$ cat src/rtl/mbox_pkg.sv
// Shared constants and types for the doorbell mailbox.
// Assumes 8-bit pointers on every ring, as laid out in the status words.
package mbox_pkg;
    localparam int PTR_W  = 8;
    localparam int WORD_W = 32;

    localparam int BIT_IEN  = 0;
    localparam int BIT_STS  = 1;
    localparam int BIT_RING = 2;
    localparam int BIT_RDY  = 3;
    localparam int BIT_RST  = 4;
    localparam int BIT_ERR  = 5;
    localparam int BIT_OVF  = 6;
    localparam int CSR_WD_W = 6;

    typedef enum logic [1:0] {
        A_PUSH  = 2'd0,
        A_HCSR  = 2'd1,
        A_CSTAT = 2'd2,
        A_POP   = 2'd3
    } mbox_addr_e;

    typedef struct packed {
        logic [PTR_W-1:0] wptr;
        logic [PTR_W-1:0] rptr;
        logic [PTR_W-1:0] fill;
        logic             full;
        logic             empty;
        logic             ovf;
    } ring_stat_t;
endpackage

$ cat src/rtl/mbox_ring.sv
// One word-wide circular buffer with free-running 8-bit pointers.
// The storage index is the low DEPTH_LOG2 pointer bits, and the fill is the
// modulo-256 difference of the pointers. Pushes into a full ring and pops from
// an empty ring are dropped. Flush holds both pointers at zero.
// Assumes a power-of-two depth of at most 128 slots.
module mbox_ring
    import mbox_pkg::*;
#(
    parameter int DEPTH_LOG2 = 3
) (
    input  logic              clk,
    input  logic              rst_n,
    input  logic              flush,
    input  logic              push,
    input  logic [WORD_W-1:0] wdata,
    input  logic              pop,
    output logic [WORD_W-1:0] head,
    output ring_stat_t        stat,
    output logic              push_drop,
    output logic              pop_drop
);
    localparam int DEPTH = 1 << DEPTH_LOG2;
    localparam logic [PTR_W-1:0] DEPTH_B = PTR_W'(DEPTH);

    logic [WORD_W-1:0] mem [DEPTH];
    logic [PTR_W-1:0]  wptr_q, rptr_q;
    logic [PTR_W-1:0]  fill;
    logic              full, empty, push_ok, pop_ok;

    // Occupancy from the pointer difference.
    always_comb begin
        fill  = wptr_q - rptr_q;
        full  = (fill >= DEPTH_B);
        empty = (fill == '0);
    end

    // Accept or drop each strobe.
    always_comb begin
        push_ok   = push && !full && !flush;
        pop_ok    = pop && !empty && !flush;
        push_drop = push && full && !flush;
        pop_drop  = pop && empty && !flush;
    end

    // Pointer registers, cleared by reset or flush.
    always_ff @(posedge clk) begin
        if (!rst_n || flush) begin
            wptr_q <= '0;
            rptr_q <= '0;
        end else begin
            if (push_ok) wptr_q <= wptr_q + 1'b1;
            if (pop_ok)  rptr_q <= rptr_q + 1'b1;
        end
    end

    // Word storage, written on an accepted push.
    always_ff @(posedge clk) begin
        if (push_ok) mem[wptr_q[DEPTH_LOG2-1:0]] <= wdata;
    end

    // Oldest word, or zero when nothing is stored.
    always_comb begin
        head = empty ? '0 : mem[rptr_q[DEPTH_LOG2-1:0]];
    end

    // Status bundle.
    always_comb begin
        stat.wptr  = wptr_q;
        stat.rptr  = rptr_q;
        stat.fill  = fill;
        stat.full  = full;
        stat.empty = empty;
        stat.ovf   = (fill > DEPTH_B);
    end
endmodule

$ cat src/rtl/mbox_ctrl_rdy.sv
// Controller ready flag and the event that latches host interrupt status.
// The flag follows controller control writes and is forced clear while the
// host reset bit is set. The event fires on a controller doorbell or on any
// change of the flag.
module mbox_ctrl_rdy (
    input  logic clk,
    input  logic rst_n,
    input  logic host_rst,
    input  logic c_ctl_wr,
    input  logic c_ctl_ready,
    input  logic c_ctl_ring,
    output logic ctrl_rdy,
    output logic ctrl_evt
);
    logic rdy_q, rdy_d;

    // Next value of the ready flag.
    always_comb begin
        if (host_rst)      rdy_d = 1'b0;
        else if (c_ctl_wr) rdy_d = c_ctl_ready;
        else               rdy_d = rdy_q;
    end

    // Ready flag register.
    always_ff @(posedge clk) begin
        if (!rst_n) rdy_q <= 1'b0;
        else        rdy_q <= rdy_d;
    end

    // Doorbell or ready change toward the host.
    always_comb begin
        ctrl_evt = (c_ctl_wr && c_ctl_ring) || (rdy_d != rdy_q);
        ctrl_rdy = rdy_q;
    end
endmodule

$ cat src/rtl/mbox_host_if.sv
// Host register port: decodes strobes, holds the host control bits, and
// returns registered read data one cycle after the read strobe.
// Interrupt status and error are write-one-to-clear, and a set event wins
// over a clear. The doorbell bit gives a registered one-cycle pulse.
module mbox_host_if
    import mbox_pkg::*;
#(
    parameter int DEPTH_LOG2 = 3
) (
    input  logic                clk,
    input  logic                rst_n,
    input  logic                h_wr,
    input  logic                h_rd,
    input  logic [1:0]          h_addr,
    input  logic [CSR_WD_W-1:0] csr_wd,
    input  ring_stat_t          h2c_stat,
    input  ring_stat_t          c2h_stat,
    input  logic [WORD_W-1:0]   c2h_head,
    input  logic                h2c_push_drop,
    input  logic                c2h_pop_drop,
    input  logic                ctrl_evt,
    input  logic                ctrl_rdy,
    output logic                h2c_push,
    output logic                c2h_pop,
    output logic [WORD_W-1:0]   h_rdata,
    output logic                host_rst,
    output logic                host_rdy,
    output logic                host_sts,
    output logic                host_ien,
    output logic                host_err,
    output logic                doorbell_q
);
    localparam logic [7:0] DEPTH_B = 8'(1 << DEPTH_LOG2);

    logic              wr_csr;
    logic [WORD_W-1:0] csr_word, cstat_word;

    // Strobe decode.
    always_comb begin
        wr_csr   = h_wr && (h_addr == A_HCSR);
        h2c_push = h_wr && (h_addr == A_PUSH);
        c2h_pop  = h_rd && (h_addr == A_POP);
    end

    // Host control bits.
    always_ff @(posedge clk) begin
        if (!rst_n) begin
            host_ien   <= 1'b0;
            host_rst   <= 1'b0;
            host_rdy   <= 1'b0;
            doorbell_q <= 1'b0;
        end else begin
            doorbell_q <= wr_csr && csr_wd[BIT_RING];
            if (wr_csr) begin
                host_ien <= csr_wd[BIT_IEN];
                host_rst <= csr_wd[BIT_RST];
                host_rdy <= csr_wd[BIT_RDY] && !csr_wd[BIT_RST];
            end else if (host_rst) begin
                host_rdy <= 1'b0;
            end
        end
    end

    // Write-one-to-clear status and sticky error.
    always_ff @(posedge clk) begin
        if (!rst_n) begin
            host_sts <= 1'b0;
            host_err <= 1'b0;
        end else begin
            host_sts <= (host_sts && !(wr_csr && csr_wd[BIT_STS])) || ctrl_evt;
            host_err <= (host_err && !(wr_csr && csr_wd[BIT_ERR]))
                        || h2c_push_drop || c2h_pop_drop;
        end
    end

    // Assemble the two status words.
    always_comb begin
        csr_word = {DEPTH_B, h2c_stat.wptr, h2c_stat.rptr, 1'b0, h2c_stat.ovf,
                    host_err, host_rst, host_rdy, 1'b0, host_sts, host_ien};
        cstat_word = {DEPTH_B, c2h_stat.wptr, c2h_stat.rptr, 1'b0, c2h_stat.ovf,
                      2'b00, ctrl_rdy, 3'b000};
    end

    // Registered read data.
    always_ff @(posedge clk) begin
        if (!rst_n) begin
            h_rdata <= '0;
        end else if (h_rd) begin
            case (h_addr)
                A_HCSR:  h_rdata <= csr_word;
                A_CSTAT: h_rdata <= cstat_word;
                A_POP:   h_rdata <= c2h_head;
                default: h_rdata <= '0;
            endcase
        end
    end
endmodule

$ cat src/rtl/mbox_doorbell.sv
// Top of the doorbell mailbox: two rings, the host register port and the
// controller ready logic. Both rings are flushed while the host reset bit is
// set. Only the host's dropped accesses set the sticky error.
module mbox_doorbell
    import mbox_pkg::*;
#(
    parameter int DEPTH_LOG2 = 3
) (
    input  logic              clk,
    input  logic              rst_n,
    input  logic              h_wr,
    input  logic              h_rd,
    input  logic [1:0]        h_addr,
    input  logic [WORD_W-1:0] h_wdata,
    output logic [WORD_W-1:0] h_rdata,
    output logic              h_irq,
    input  logic              c_push,
    input  logic [WORD_W-1:0] c_wdata,
    input  logic              c_pop,
    output logic [WORD_W-1:0] c_rdata,
    output logic [PTR_W-1:0]  c_h2c_fill,
    output logic              c_c2h_full,
    input  logic              c_ctl_wr,
    input  logic              c_ctl_ready,
    input  logic              c_ctl_ring,
    output logic              c_doorbell,
    output logic              c_host_rst,
    output logic              c_host_rdy,
    output logic              link_up
);
    ring_stat_t        h2c_stat, c2h_stat;
    logic [WORD_W-1:0] c2h_head;
    logic              h2c_push, c2h_pop;
    logic              h2c_push_drop, h2c_pop_drop, c2h_push_drop, c2h_pop_drop;
    logic              host_rst, host_rdy, host_sts, host_ien, host_err;
    logic              ctrl_rdy, ctrl_evt;

    mbox_ring #(.DEPTH_LOG2(DEPTH_LOG2)) u_h2c (
        .clk(clk), .rst_n(rst_n), .flush(host_rst),
        .push(h2c_push), .wdata(h_wdata), .pop(c_pop),
        .head(c_rdata), .stat(h2c_stat),
        .push_drop(h2c_push_drop), .pop_drop(h2c_pop_drop)
    );

    mbox_ring #(.DEPTH_LOG2(DEPTH_LOG2)) u_c2h (
        .clk(clk), .rst_n(rst_n), .flush(host_rst),
        .push(c_push), .wdata(c_wdata), .pop(c2h_pop),
        .head(c2h_head), .stat(c2h_stat),
        .push_drop(c2h_push_drop), .pop_drop(c2h_pop_drop)
    );

    mbox_ctrl_rdy u_crdy (
        .clk(clk), .rst_n(rst_n), .host_rst(host_rst),
        .c_ctl_wr(c_ctl_wr), .c_ctl_ready(c_ctl_ready), .c_ctl_ring(c_ctl_ring),
        .ctrl_rdy(ctrl_rdy), .ctrl_evt(ctrl_evt)
    );

    mbox_host_if #(.DEPTH_LOG2(DEPTH_LOG2)) u_host (
        .clk(clk), .rst_n(rst_n), .h_wr(h_wr), .h_rd(h_rd), .h_addr(h_addr),
        .csr_wd(h_wdata[CSR_WD_W-1:0]), .h2c_stat(h2c_stat), .c2h_stat(c2h_stat),
        .c2h_head(c2h_head), .h2c_push_drop(h2c_push_drop),
        .c2h_pop_drop(c2h_pop_drop), .ctrl_evt(ctrl_evt), .ctrl_rdy(ctrl_rdy),
        .h2c_push(h2c_push), .c2h_pop(c2h_pop), .h_rdata(h_rdata),
        .host_rst(host_rst), .host_rdy(host_rdy), .host_sts(host_sts),
        .host_ien(host_ien), .host_err(host_err), .doorbell_q(c_doorbell)
    );

    // Controller-side drops are silent by design; they only feed the checker.
    // Interrupt, link and mirrored outputs.
    always_comb begin
        h_irq      = host_sts && host_ien;
        link_up    = host_rdy && ctrl_rdy;
        c_host_rst = host_rst;
        c_host_rdy = host_rdy;
        c_h2c_fill = h2c_stat.fill;
        c_c2h_full = c2h_stat.full;
    end
endmodule

$ cat config.mk
export PLATFORM = sky130hd
export DESIGN_NAME = mbox_doorbell
export DESIGN_NICKNAME = d
export VERILOG_FILES = /design/src/rtl/mbox_pkg.sv /design/src/rtl/mbox_ring.sv /design/src/rtl/mbox_ctrl_rdy.sv /design/src/rtl/mbox_host_if.sv /design/src/rtl/mbox_doorbell.sv
export SDC_FILE = /design/constraint.sdc
export NUM_CORES = 1
export LEC_CHECK = 0
export ABC_AREA = 1
export BUFFER_PORTS_ARGS = -buffer_cell sky130_fd_sc_hd__buf_4
export CAP_MARGIN = 20
export CORE_UTILIZATION = 32
export DETAILED_ROUTE_END_ITERATION = 7
export SYNTH_ARGS = -nofsm -noshare
export SYNTH_HDL_FRONTEND = slang
export SYNTH_SLANG_ARGS = --single-unit
$ cat constraint.sdc
create_clock -name clk -period 11 [get_ports clk]
set_input_delay 0.55 -clock clk [delete_from_list [all_inputs] [get_ports clk]]
set_output_delay 0.55 -clock clk [all_outputs]
set_load 0.005 [all_outputs]
Word-level counts from Yosys, hierarchy flattened:

Memory sizes are Yosys's and may differ from the RTL's. A register that Yosys moved wholly into a read port is not among the register bits.
Index checks and enable logic that the tools add are counted.

* memory bits (writable): 512
* output and inout bits: 78
* memories: 2
* bits in registers: 71
* word-level logic and storage cells: 85
* bits of input ports: 75

* magnitude comparators: 4
* reduce and logical (&&, ||, !) cells: 42
* add/sub/neg operators: 6
* equality and inequality tests: 4
* multiplexer cells: 15

Memories
* u_c2h.mem: words 8, width 32, read ports 1, clocked after Yosys merged registers in 1, wr ports 1, line mbox_ring.sv:25 `logic [WORD_W-1:0] mem [DEPTH];`
* u_h2c.mem: words 8, width 32, read ports 1, clocked after Yosys merged registers in 1, wr ports 1, line mbox_ring.sv:25

Operator list (number)
* $pmux W32 S3: 1
* $mux W32: 2
* $add A8 B1 Y8 const B: 4
* $logic_and A1 B1 Y1: 24
* $ge A8 B4 Y1 const B: 2
* $gt A8 B4 Y1 const B: 2
* $logic_not A8 Y1: 2
* $sub A8 B8 Y8: 2
* $mux W3: 4
* $logic_not A1 Y1: 9
* $mux W1: 8
* $logic_or A1 B1 Y1: 5
* $eq A2 B2 Y1 const B: 2
* $eq A2 B1 Y1 const B: 1
* $logic_not A2 Y1: 1
* $reduce_bool A2 Y1: 1
* $ne A1 B1 Y1: 1

Logic depth before layout (Yosys ltp):

Gate-level depths: netlist of run 1.

* word-level depth: 7
* depth in mapped cells: 18
* depth with buffers taken out: 18

Modules after synthesis:

A second synthesis of run 1 with hierarchy kept.

* cells, all modules: 2343
* area, all modules: 25510.7 sq um

Modules (own cells, without submodules)
* mbox_ring (u_c2h): instances 1, cells an instance 1029, area each 11793.8 sq um, seq. area each 8067.7 sq um
* mbox_ring (u_h2c): instances 1, cells an instance 1027, area each 11780.0 sq um, seq. area each 8067.7 sq um
* mbox_host_if: instances 1, cells an instance 271, area each 1850.5 sq um, seq. area each 760.7 sq um
* mbox_ctrl_rdy: instances 1, cells an instance 12, area each 71.3 sq um, seq. area each 20.0 sq um
* mbox_doorbell: instances 1, cells an instance 4, area each 15.0 sq um, seq. area each 0.0 sq um

Least setup slack after synthesis of run 1:

Ideal clock, no wire load.

* path type: register to register
* start: reg u_c2h.rptr_q[5]
* end: mem u_c2h.mem[3][0], enable pin
* clock period less this slack: 4.467 ns
* path slack: 6.533 ns
* data required time: 10.539 ns
* arrival time: 4.006 ns
* cell stages (with the launch flop): 14
* path buffers: 1
* setup time: 0.461 ns
* cells stage by stage: dfxtp_1 -> inv_1 -> ha_1 -> nand2_1 -> inv_1 -> a21oi_1 -> nand2_1 -> nand2_1 -> nand2_1 -> nor2_1 -> and2_1 -> nand4_1 -> buf_2 -> nor3_1

* longest elaborated chain between the ends: 7

Ends and longest elaborated chain
* from (decl): line mbox_ring.sv:26 `logic [PTR_W-1:0] wptr_q, rptr_q;`
* from (signal assigned): line mbox_ring.sv:52 `if (pop_ok) rptr_q <= rptr_q + 1'b1;`
* $sub A8 B8 Y8: line mbox_ring.sv:32 `fill = wptr_q - rptr_q;`
* $ge A8 B4 Y1: line mbox_ring.sv:33 `full = (fill >= DEPTH_B);`
* $logic_not A1 Y1: line mbox_ring.sv:39 `push_ok = push && !full && !flush;`
* $logic_and A1 B1 Y1 (2 in a row): line mbox_ring.sv:39
* $mux W1: line mbox_ring.sv:58 `if (push_ok) mem[wptr_q[DEPTH_LOG2-1:0]] <= wdata;`
* $mux W1 (implied by the code): line mbox_ring.sv:58
* to (decl): line mbox_ring.sv:25

No other way between the ends.

Worst setup path after layout of run 1:

* start: reg u_h2c.wptr_q[0]
* end: out c_rdata[13]

* longest elaborated chain between the ends: 3

Ends and longest elaborated chain
* from (decl): line mbox_ring.sv:26
* from (signal assigned): line mbox_ring.sv:51 `if (push_ok) wptr_q <= wptr_q + 1'b1;`
* $sub A8 B8 Y8: line mbox_ring.sv:32
* $logic_not A8 Y1: line mbox_ring.sv:34 `empty = (fill == '0);`
* $mux W32: line mbox_ring.sv:63 `head = empty ? '0 : mem[rptr_q[DEPTH_LOG2-1:0]];`
* to (decl): line mbox_doorbell.sv:20 `output logic [WORD_W-1:0] c_rdata,`

No other way between the ends.

==> results.yml, run 1 <==
timing:
  tns_ps: 0
  fmax_mhz: 199.5
  max_slew_margin_pct: 29.42
  maxSlewViolCount: 0
  finalClockSkew_ps: 18.71
  hold_viol: 0
  finalCriticalPeriod_ps: 5012
  rsz0062_at_grt: "no"
  setup-violations-final: 0
  period_share_pct: 45.56
  worstMarginPinSlew_ps: 1059
floorplan:
  io_pins: 153
  row_count: 101
  die_area_um2: 77580
  die_w_um: 278.5
  core_area_um2: 75820
  start_util_pct: 32.27
  die_y_um: 278.5
pwr:
  p_comb_share_pct: 16.6
  switching_power_w: 0.001606
  p_total_w: 0.005801
  swShare_pct: 27.69
  p_clk_share_pct: 38.4
  vdd_ir_drop_max_mv: 0.1170
  p_leak_nw: 10.19
  pwr-share-seq_pct: 45.0
  internal_power_w: 0.004194
  p_per_area_nw_per_um2: 201.1
worst_setup_path:
  cp.arrival_ps: 4460
  crit_type: "reg -> out"
  r2r_cells: 10
  crit_fanout: 39
  timing.rr.start: "u_h2c.wptr_q[0]"
  rr_endpoint: "u_h2c.rptr_q[2]"
  regToRegSetupSlack_ps: 6930
  cp-end-kind: "output port"
  critPathRequiredTime_ps: 10450
  critPathLaunchType: "register"
flow_run:
  drv_cap: 0
placement:
  dpl-instance-area_um2: 26630
  gp_congestion: 0.8781
  hpwlAfterDp_mm: 38.78
  port_buffers: 152
global_route:
  grt_pass1_wl_mm: 99.95
  grt_max_degree: 95
  grt_pass1_vias: 16690
  track_usage_pct: 16.84
  antenna_found_initial: 9
  met2_usage_pct: 27.43
  use_met3_pct: 4.391
  busiest_layer: "met2"
  gr-total-overflow: 0
  use_met1_pct: 21.76
route:
  drt_wl_total_mm: 65.79
  avgRoutedWirePerCell_um: 20.03
  drt_first_pass_iters: 7
  drt_iter0_drc: 1244
  vias_per_cell: 5.077
  ant_nets: 0
  drc: 0
  vias: 16680
synthesis:
  ys_seq_area_share_pct: 69.13
  synth-simple-area-share_pct: 13.27
  synth-edff-count: 512
  ys.flop_type: "edfxtp_1"
  synth_area_um2: 24470
  ys_types: 41
  synth_compound_area_share_pct: 11.70
  postSynthAreaPerCell_um2: 11.45
  yosys_warnings: 0
  synth-adder-area-share_pct: 1.002
  synthXorXnorAreaFrac_pct: 0.8232
  async_reset_ff_share_pct: 0
  synth_top_family_by_area: "simple AND/OR/NAND/NOR gates"
  synth_fp_nets: 2232
  synthCells: 2138
  synth_mux_area_share_pct: 0
  synth_seq_cells: 589
final_layout:
  areaGrowthSynthToFinish_pct: 17.89
  fin_area_um2: 28850
  nFillCells: 7284
  final_common_cell: "edfxtp_1"
  layout_common_cells: "512 x edfxtp_1, 328 x nor2_1, 303 x nand2_1"
  n_antenna_cell: 0
  layout-drive-gt1-share_pct: 14.74
  num-nets-final: 2352
hold_path:
  hold_end: "u_c2h.mem[1][17]"
  min_path_cells: 1
  holdCritPathClass: "in -> reg"
  holdCritStartpoint: "c_wdata[17]"
cts:
  cts_made_buffers: 66
  clkSinkCount: 589
  clockBufferDepth: 3
  cts_tree: "done"
  postCtsSetupBuffers: 0
  clk_pin_slew_ps: 60
  clkLatencyLatePin_ps: 600
  root_buffer: "clkbuf_16"
  cts-htree-levels: 3
  cts_resized: 0
  cts_hold_buf: 0
status:
  status: "finished, final reports clean"
==> layer usage <==
layer  share of wire [%]  vias to the layer above
li1                    -                     7850
met2                  47                      538
met4                 2.6                       16
met1                  43                     8148
met5                0.14                        -
met3                 7.2                      125
==> flip-flops by register name, indices dropped and copies added, names as in the netlist, 8 cells and up, named ones only <==
| signal | cells |
|---|---|
| u_h2c.rptr_q | 8 |
| u_h2c.wptr_q | 8 |
| u_c2h.mem | 256 |
| u_c2h.wptr_q | 8 |
| u_h2c.mem | 256 |
| u_host.h_rdata | 32 |
| u_c2h.rptr_q | 8 |
==> power by group through the flow <==
| stage | clock, W | sequential, W | combinational (W) |
|---|---|---|---|
| floorplan | 0 | 0.00263 | 0.000613 |
| global placement | 0 | 0.00265 | 0.000960 |
| detailed placement | 0 | 0.00266 | 0.000976 |
| CTS | 0.00227 | 0.00261 | 0.000979 |
| global route | 0.00236 | 0.00262 | 0.00108 |
| finish | 0.00223 | 0.00261 | 0.000966 |
==> kinds of logic (layout without fill, tap and decap cells) <==
| family | Yosys count | after routing |
|---|---|---|
| xor gates and xnor gates | 23 | 23 |
| and+or+nand+nor | 773 | 773 |
| buffers and inverters | 245 | 414 |
| DFF | 589 | 589 |
| adders and majority gates | 19 | 19 |
| AOI/OAI and AO/OA | 489 | 489 |
==> final cells by class <==
class	instances	area (µm²)	share of cell area (%)
clock buffers	83	1777	6.159
clock inverters	34	436.7	1.514
inverters	113	427.9	1.483
multi-input cells	1304	6676	23.14
flip-flops and latches	589	16930	58.67
well taps	978	1224	4.242
repair buffers	184	1381	4.788
==> synthesized netlist by cell type, types with 8 or more instances <==
| cell | count | area share, % |
|---|---|---|
| nand3_1 | 60 | 1.2 |
| o211ai_1 | 55 | 1.7 |
| xnor2_1 | 8 | 0.29 |
| nand2_1 | 303 | 4.6 |
| ha_1 | 18 | 0.92 |
| edfxtp_1 | 512 | 63 |
| o31ai_1 | 31 | 0.95 |
| o221ai_1 | 47 | 1.7 |
| buf_4 | 11 | 0.34 |
| clkbuf_1 | 92 | 1.4 |
| dfxtp_1 | 77 | 6.3 |
| o21ai_0 | 248 | 5.1 |
| nand4_1 | 19 | 0.49 |
| nor3_1 | 12 | 0.25 |
| buf_2 | 23 | 0.47 |
| xor2_1 | 15 | 0.54 |
| or2_2 | 16 | 0.41 |
| inv_1 | 104 | 1.6 |
| nor2_1 | 332 | 5.1 |
| a21oi_1 | 100 | 2.0 |
==> worst max-delay path, cell delays in order, from the launching register on <==
cell	delay [ps]
dfxtp_1	660
inv_1	350
ha_1	280
inv_1	100
fa_1	440
or2_2	320
nor3_1	230
nand3_2	810
o211ai_1	440
inv_1	70
buf_4	140
==> worst max path at each step <==
stage                    startpoint  cells past startpoint              end
floorplan           u_c2h.rptr_q[5]                     13  u_c2h.mem[3][0]
global placement    u_h2c.wptr_q[0]                     10       c_rdata[1]
detailed placement  u_h2c.wptr_q[0]                     10      c_rdata[13]
CTS                 u_h2c.wptr_q[0]                     10      c_rdata[13]
global route        u_h2c.wptr_q[0]                     10      c_rdata[11]
finish              u_h2c.wptr_q[0]                     10      c_rdata[13]
==> metrics by stage <==
| step | utilization [%] | std cells | hold WS, ps | setup WS [ps] |
|---|---|---|---|---|
| 6_report | 38.05 | 3285 | 179.1 | 5988 |
| 5_1_grt | 38.05 | 3285 | 155.2 | 5723 |
| 4_1_cts | 38.05 | 3285 | 142.7 | 5980 |
| 3_5_place_dp | 35.13 | 3168 | 459.6 | 6613 |
| 3_3_place_gp | 35.13 | 3168 | 456.9 | 6897 |
| 2_1_floorplan | - | 2138 | 444.8 | 6533 |
Power figures use the tool's default switching activity.
==> inputs of run 2 (changes only) <==
Clock period 11 ns to 4.3 ns, I/O delays scaled along.
==> results.yml, run 2 (same netlist as run 1, synthesis figures left out) <==
route:
  wl_met1_mm: 28.33
  ant_nets: 0
  drt_wl_total_mm: 64.46
  vias: 17020
  wl_met2_mm: 30.06
  drt_first_pass_iters: 6
  drt_iter0_drc: 1536
  drc: 0
  wl_met3_mm: 4.642
  vias_per_cell: 5.059
  avgRoutedWirePerCell_um: 19.17
  dr.max_layer_used: "met5"
timing:
  hold_viol: 0
  period_share_pct: 90.88
  worst_slack_ps: 392.3
  tns_ps: 0
  max_slew_margin_pct: 40.52
  final.hold.worst_slack_ps: 76.71
  fmax_mhz: 255.9
  finalClockSkew_ps: 45.97
  rsz0062_at_grt: "no"
  finalCriticalPeriod_ps: 3908
  maxSlewViolCount: 0
  setup-violations-final: 0
  worstMarginPinSlew_ps: 888.9
cts:
  cts_tree: "done"
  clockBufferDepth: 3
  cts_made_buffers: 61
  root_buffer: "clkbuf_16"
  clkLatencyLatePin_ps: 640
  clkSinkCount: 589
  cts-htree-levels: 2
  clk_pin_slew_ps: 60
global_route:
  gr-total-overflow: 0
  grt_pass1_wl_mm: 98.09
  track_usage_pct: 16.34
  grt_pass1_vias: 16340
  antenna_found_initial: 5
  grt_max_degree: 129
worst_setup_path:
  crit_end: "c_rdata[0]"
  critPathLaunchType: "register"
  rr_endpoint: "u_h2c.mem[7][22]"
  crit_type: "reg -> out"
  timing.rr.start: "u_h2c.wptr_q[0]"
  regToRegSetupSlack_ps: 710
  r2r_cells: 13
  cp.arrival_ps: 3690
  cp-end-kind: "output port"
  critPathRequiredTime_ps: 4090
  worstSetupStartpoint: "u_h2c.wptr_q[0]"
  crit_fanout: 32
final_layout:
  layout-drive-gt1-share_pct: 14.47
  num-nets-final: 2428
  layout_common_cells: "512 x edfxtp_1, 328 x nor2_1, 303 x nand2_1"
  final_common_cell: "edfxtp_1"
  areaGrowthSynthToFinish_pct: 20.76
  instances_no_fill: 3363
flow_run:
  drv_cap: 0
placement:
  dp_worst_setup_slack_ps: 556.8
  dp_cells: 3174
  gp_congestion: 0.8735
  port_buffers: 152
  hpwlAfterDp_mm: 39.36
floorplan:
  core_area_um2: 75820
  die_w_um: 278.5
  die_area_um2: 77580
  start_util_pct: 32.27
  io_pins: 153
  die_y_um: 278.5
  row_count: 101
pwr:
  p_total_w: 0.01466
  p_per_area_nw_per_um2: 496.1
  p_leak_nw: 10.49
  vdd_ir_drop_max_mv: 0.3520
hold_path:
  holdCritPathClass: "in -> reg"
status:
  status: "finished, final reports clean"
==> run 2: cell type report <==
| cell class | count | area [µm²] |
|---|---|---|
| timing repair buffer | 265 | 2245 |
| multi-input combinational | 1304 | 6676 |
| clock inverter | 25 | 296.5 |
| sequential | 589 | 16920 |
| fill | 7204 | 46270 |
| antenna | 1 | 2.502 |
| tap | 978 | 1224 |
| inverter | 113 | 426.7 |
| clock buffer | 88 | 1757 |
==> run 2: how the worst min path moves through the flow <==
stage / start / end / slack (ps) / depth (start not counted)
6_report: c_ctl_ready / u_host.host_sts / 80 / 4
5_1_grt: c_ctl_ready / u_host.host_sts / 120 / 4
4_1_cts: c_ctl_ready / u_host.host_sts / 40 / 4
3_5_place_dp: c_wdata[23] / u_c2h.mem[1][23] / 450 / 1
3_3_place_gp: c_wdata[28] / u_c2h.mem[6][28] / 450 / 1
2_1_floorplan: c_wdata[0] / u_c2h.mem[0][0] / 310 / 0
==> run 2: critical path, cell delays in order (launching register included) <==
cell	delay [ps]
dfxtp_2	490
inv_1	270
ha_1	250
inv_1	90
fa_1	430
or2_2	310
nor3_1	250
nand3_2	220
buf_4	310
o211ai_1	170
inv_1	100
buf_4	150
==> run 2: per-layer routing <==
layer / global-route usage, % / vias up
met2: 26.37 / 551
met1: 22.52 / 8352
met4: 4.212 / 6
met5: 0 / -
li1: - / 8007
met3: 3.131 / 99
==> run 2: timing repair <==
| action | 4_1_cts | 5_1_grt |
|---|---|---|
| gates resized for setup | 0 | 1 |
| hold buffers | 74 | 0 |
| setup endpoints to repair | 0 | 32 |
| setup buffers | 0 | 0 |
| hold endpoints to repair | 548 | 0 |
==> run 2: where the power goes <==
group          total [W]  switching (W)  internal [W]
clock network    0.00532        0.00218       0.00314
registers        0.00665       0.000124       0.00653
logic            0.00269        0.00177      0.000919
total             0.0147        0.00407        0.0106
==> run 2: through the flow <==
step	util (%)	cell area, µm²
after floorplan	-	24500
after global placement	35.25	26730
after detailed placement	35.25	26730
after CTS	38.93	29520
after global routing	38.97	29550
final	38.97	29550
